**config.mk**
```make
export PLATFORM = sky130hd
export DESIGN_NAME = flash_wr_gate
export DESIGN_NICKNAME = d
export VERILOG_FILES = /design/src/rtl/flash_wr_gate.sv
export SDC_FILE = /design/constraint.sdc
export NUM_CORES = 1
export LEC_CHECK = 0
export ABC_CLOCK_PERIOD_IN_PS = 1300
export BUFFER_PORTS_ARGS = -buffer_cell sky130_fd_sc_hd__buf_2
export CORE_AREA = 2 2 75 77
export DETAILED_ROUTE_END_ITERATION = 12
export DIE_AREA = 0 0 77 79
export PLACE_DENSITY = 0.74
export SLEW_MARGIN = 20
export SYNTH_ARGS = -nofsm -noshare
export SYNTH_HDL_FRONTEND = slang
export SYNTH_SLANG_ARGS = --single-unit
```
**constraint.sdc**
```tcl
create_clock -name clk -period 1.3 [get_ports clk]
set_input_delay 0.195 -clock clk [delete_from_list [all_inputs] [get_ports clk]]
set_output_delay 0.195 -clock clk [all_outputs]
set_load 0.01 [all_outputs]
```
**src/rtl/flash_wr_gate.sv**
```systemverilog
module flash_wr_gate #(
  parameter int ADDR_W = 19,
  parameter int DATA_W = 16,
  parameter int FILT_N = 3,
  parameter int SECT_W = 5
) (
  input  logic              clk,
  input  logic              rst_n,
  input  logic              sel_n,
  input  logic              wr_n,
  input  logic              rd_n,
  input  logic [ADDR_W-1:0] addr,
  input  logic [DATA_W-1:0] wdata,
  input  logic [18:0]       prot,
  input  logic              supply_low,
  input  logic              hv_unlock,
  output logic              is_read,
  output logic              is_write,
  output logic [SECT_W-1:0] sector,
  output logic              stb,
  output logic [ADDR_W-1:0] stb_addr,
  output logic [DATA_W-1:0] stb_data,
  output logic [SECT_W-1:0] stb_sector,
  output logic              reject,
  output logic              locked
);
  localparam int CNT_W = $clog2(FILT_N + 1);
  localparam logic [CNT_W-1:0] CNT_MAX = CNT_W'(FILT_N);

  function automatic logic [SECT_W-1:0] decode(input logic [6:0] t);
    if (t[6:1] == 6'b111111)     return SECT_W'(18);
    else if (t == 7'b1111101)    return SECT_W'(17);
    else if (t == 7'b1111100)    return SECT_W'(16);
    else if (t[6:3] == 4'b1111)  return SECT_W'(15);
    else                         return SECT_W'(t[6:3]);
  endfunction

  logic [CNT_W-1:0] cnt;
  logic             seen_hi;
  logic             we_rise;
  logic             guarded;

  assign is_read  = !sel_n && !rd_n;
  assign is_write = !sel_n && !wr_n && rd_n;
  assign sector   = decode(addr[ADDR_W-1 -: 7]);
  assign guarded  = prot[sector] && !hv_unlock;
  assign we_rise  = wr_n && (cnt == CNT_MAX) && !supply_low && !locked;

  always_ff @(posedge clk or negedge rst_n) begin
    if (!rst_n) begin
      locked     <= 1'b1;
      seen_hi    <= 1'b0;
      cnt        <= '0;
      stb        <= 1'b0;
      reject     <= 1'b0;
      stb_addr   <= '0;
      stb_data   <= '0;
      stb_sector <= '0;
    end else begin
      locked  <= supply_low;
      seen_hi <= !locked && !supply_low && (seen_hi || wr_n);
      if (seen_hi && is_write && !supply_low)
        cnt <= (cnt == CNT_MAX) ? cnt : cnt + 1'b1;
      else
        cnt <= '0;
      stb    <= we_rise && !guarded;
      reject <= we_rise && guarded;
      if (we_rise) begin
        stb_addr   <= addr;
        stb_data   <= wdata;
        stb_sector <= sector;
      end
    end
  end
endmodule

```
==> summary.md <==
| Metric | Value |
|---|---|
| Status | complete, but fails checks |
| Failing checks | setup timing |
| Largest net degree at the start of global routing | 47 |
| Prevailing post-synth register cell | dfrtp_1 |
| Pre-CTS WS | -576.2 ps |
| Yosys cell types | 39 |
| Wire length per cell | approximately 13 µm |
| Synth top area cells | dfrtp_1, nand2_1, buf_6 |
| CTS buffer count | 5 |
| Share of flip-flops with an asynchronous set or reset | 1.000 |
| Setup ws final | -223.8 ps |
| Flop-to-flop setup slack | 10 ps |
| H-tree depth | 2 |
| F_max | between 600 and 700 MHz |
| Synth Area in Compound Gates | 0.05583 |
| Nets | 423 |
| Largest family of logic cells by synthesized area | simple AND/OR/NAND/NOR gates |
| Gate count of the mapped netlist | 230 |
| Max cap viols | 0 |
| Cell breakdown of the critical path | buf_6 > nor2b_4 > o21ai_2 > inv_2 > mux2_4 > a221o_1 > or3_4 > and3_1 |
| Final wirelength | 5425 µm |
| Clock tree buffer depth | 2 |
| Mean Syn Cell Area | 8.965 µm² |
| CP max stage cell | or3_4 |
| Fraction of the cycle the final worst path needs | 1.172 |
| Proportion of synthesized area in mux cells | 0.03398 |
| Synth Area in Simple Gates | 0.2992 |
| Die width | 77 µm |
| DRC errors left | 0 |
| Hold Crit Depth | 1 |
| Share of the yosys chip area belonging to registers | 0.5589 |
| CP peak stage delay | 320 ps |
| Met3 usage in global routing | 0.04205 |
| Initial Util | 0.3863 |
| Post-Synth Adder-Cell Area | 0.006068 |
| Routability congestion estimate | 0.9493 |
| Avg Vias per Cell | 4.673 |
| Crit-path leading delay family | simple AND/OR/NAND/NOR gates |
| Post-route clock skew | around 7 ps |
| Power Total | roughly 2.6 mW |
| Rel. slew slack | 0.7719 |
| Area share of the largest cell type after synthesis | 0.5461 |
| Syn nets | 292 |
| Critical path class | in2reg |
| Commonest non-fill, non-tap cells in the layout | nand2_1, buf_2, dfrtp_1, buf_4 |
| TritonCTS clock tree | done |
| FF-to-FF Start | cnt[0] |
| First-pass GRT wire length | 8976 µm |
| Fill cells | ~520 |
| Sinks on the clock net | 46 |
| Clock transition at the registers of the reported paths | ~80 ps |
| Met2 usage | 0.3289 |
| Critical Path Fanout Max | 3 |
| Slew of the pin with the lowest slew margin | 339.3 ps |
| ANT nets after route | 0 |
| Ys Warns | 0 |
| Area leader, netlist | dfrtp_1 |
| Most used routing layer | met2 |
| CP Data Required Time | ~1500 ps |
| Vias in the first global route | 1924 |
| Final Cell Area | slightly above 3000 µm² |
| IO Pins | between 100 and 150 |
| Input/output buffers | 110 |
| Vias | 2028 |
| First-pass iteration count of the detailed router | 4 |
| Worst min-delay path endpoint | locked |
| Post-Syn Area | 2062 µm² |
| Inserted Diodes | 0 |
| Min-Delay Path Class | in2reg |
| # rows | 27 |
| Area delta synth->final | 48.18% |
| Power per cell area | 850.9 nW/µm² |
| Min-delay src | supply_low |
| VDD IR max | 0.0004334 V |
| Worst-Skew Late Latency | 290 ps |
| Total congestion overflow | 0 |
| Setup TNS | -488.1 ps |
| RSZ-0062 raised after global routing | true |
| CTS Root Cell | clkbuf_8 |
| Commonest non-fill, non-tap cell in the layout | nand2_1 |
| Max Slew Vio Count | 0 |
| EDFF count, synth | 0 |
| Post-DP Area | 2808 µm² |
| Drt first-iter violations | 62 |
| Setup Viol. Count Final | 3 |
| XOR/XNOR Fraction of Synth Area | 0.004248 |
| R2R depth | 3 |
| Die H | between 70 and 80 µm |
| Critical Path End Type | flip-flop |
| Met1 Track Usage GR | 0.2295 |
| Overall Global Routing Usage | 0.1841 |
| Worst EP arrival | 1700 ps |
| Final Hold Viols | 0 |
| Leak | between 1.5 and 2 nW |
| Critical R2R Capture | stb_sector[2] |
| Placeable Area | 5338 µm² |
| Antenna violations before repair | 0 |
| Final Critical Period | 1524 ps |
| Share of post-route cells with drive strength above 1 | 0.4530 |
| Crit path buffers/inverters | 2 |
| Worst setup SP type | input pin |
| Flops & latches, synth | 46 |
| Die area | 6083 µm² |
| DP HPWL | 3957 µm |
-- worst register-to-register path: stages (launching register included) --
cell and delay, ps:
dfrtp_1 380, ha_2 220, and3_4 270, mux2_4 310
-- area by class of cell --
type                       count  area (µm²)  area share
clock buffer                   6       72.57     0.02375
clock inverter                 2       13.76    0.004505
inverter                       3       11.26    0.003686
multi-input combinational    169       883.3      0.2891
sequential                    46        1152      0.3772
tap                           72       90.09     0.02948
timing repair buffer         136       832.0      0.2723
-- synthesized netlist by cell type (all sizes together), types with 2 or more instances --
cell / number
clkbuf: 8
buf: 4
nand2: 113
nand2b: 2
inv: 3
and3: 3
a21oi: 3
nor2: 7
nor3b: 2
mux2: 3
nand3: 8
dfrtp: 45
o31ai: 2
o21ai: 5
nor2b: 3
-- flip-flops by register name, summed over array words and instances (netlist names) --
name / count
stb_addr: 19
reject: 1
stb: 1
locked: 1
cnt: 2
stb_data: 16
stb_sector: 5
seen_hi: 1
-- worst max-delay path by stage --
stage | cells after the start | start | end
after detailed placement | 8 | addr[12] | reject
after global placement | 8 | addr[12] | reject
after CTS | 8 | addr[18] | reject
after global routing | 8 | addr[12] | reject
final | 8 | addr[12] | reject
after floorplan | 8 | addr[18] | reject
-- layer usage --
layer | share of wire | up-vias
li1 | - | 1000
met1 | 0.42 | 953
met2 | 0.51 | 71
met3 | 0.059 | 4
met4 | 0.0046 | 0
met5 | 0 | -
-- logic make-up (layout without fill, tap and decap cells) --
kind of cell,count (synthesis),count (layout)
xor+xnor,1,1
flops,46,46
fa+ha+maj,1,1
buf+inv,15,147
simple gates,145,145
mux,5,5
compound gates,17,17
-- power by group --
part           internal, mW  switching [mW]  total (mW)
Sequential             1.43         0.00220        1.44
Combinational         0.182           0.146       0.328
Clock                 0.379           0.457       0.836
Total                  2.00           0.605        2.60
-- repair_timing --
action | in CTS | in global routing
hold buffers | 1 | 0
hold endpoints to repair | 45 | 0
buffers inserted | 6 | 1
resized for setup | 14 | 10
endpoints found under the setup margin | 12 | 24
pin swaps | 3 | 6
-- metrics by stage --
step,utilization,hold slack [ps],instances
after floorplan,-,-100.6,230
after global placement,0.5260,191.7,418
after detailed placement,0.5260,192.6,418
after CTS,0.5635,12.36,433
after global routing,0.5724,12.23,434
final,0.5724,26.55,434
(Power assumes the default switching activity.)
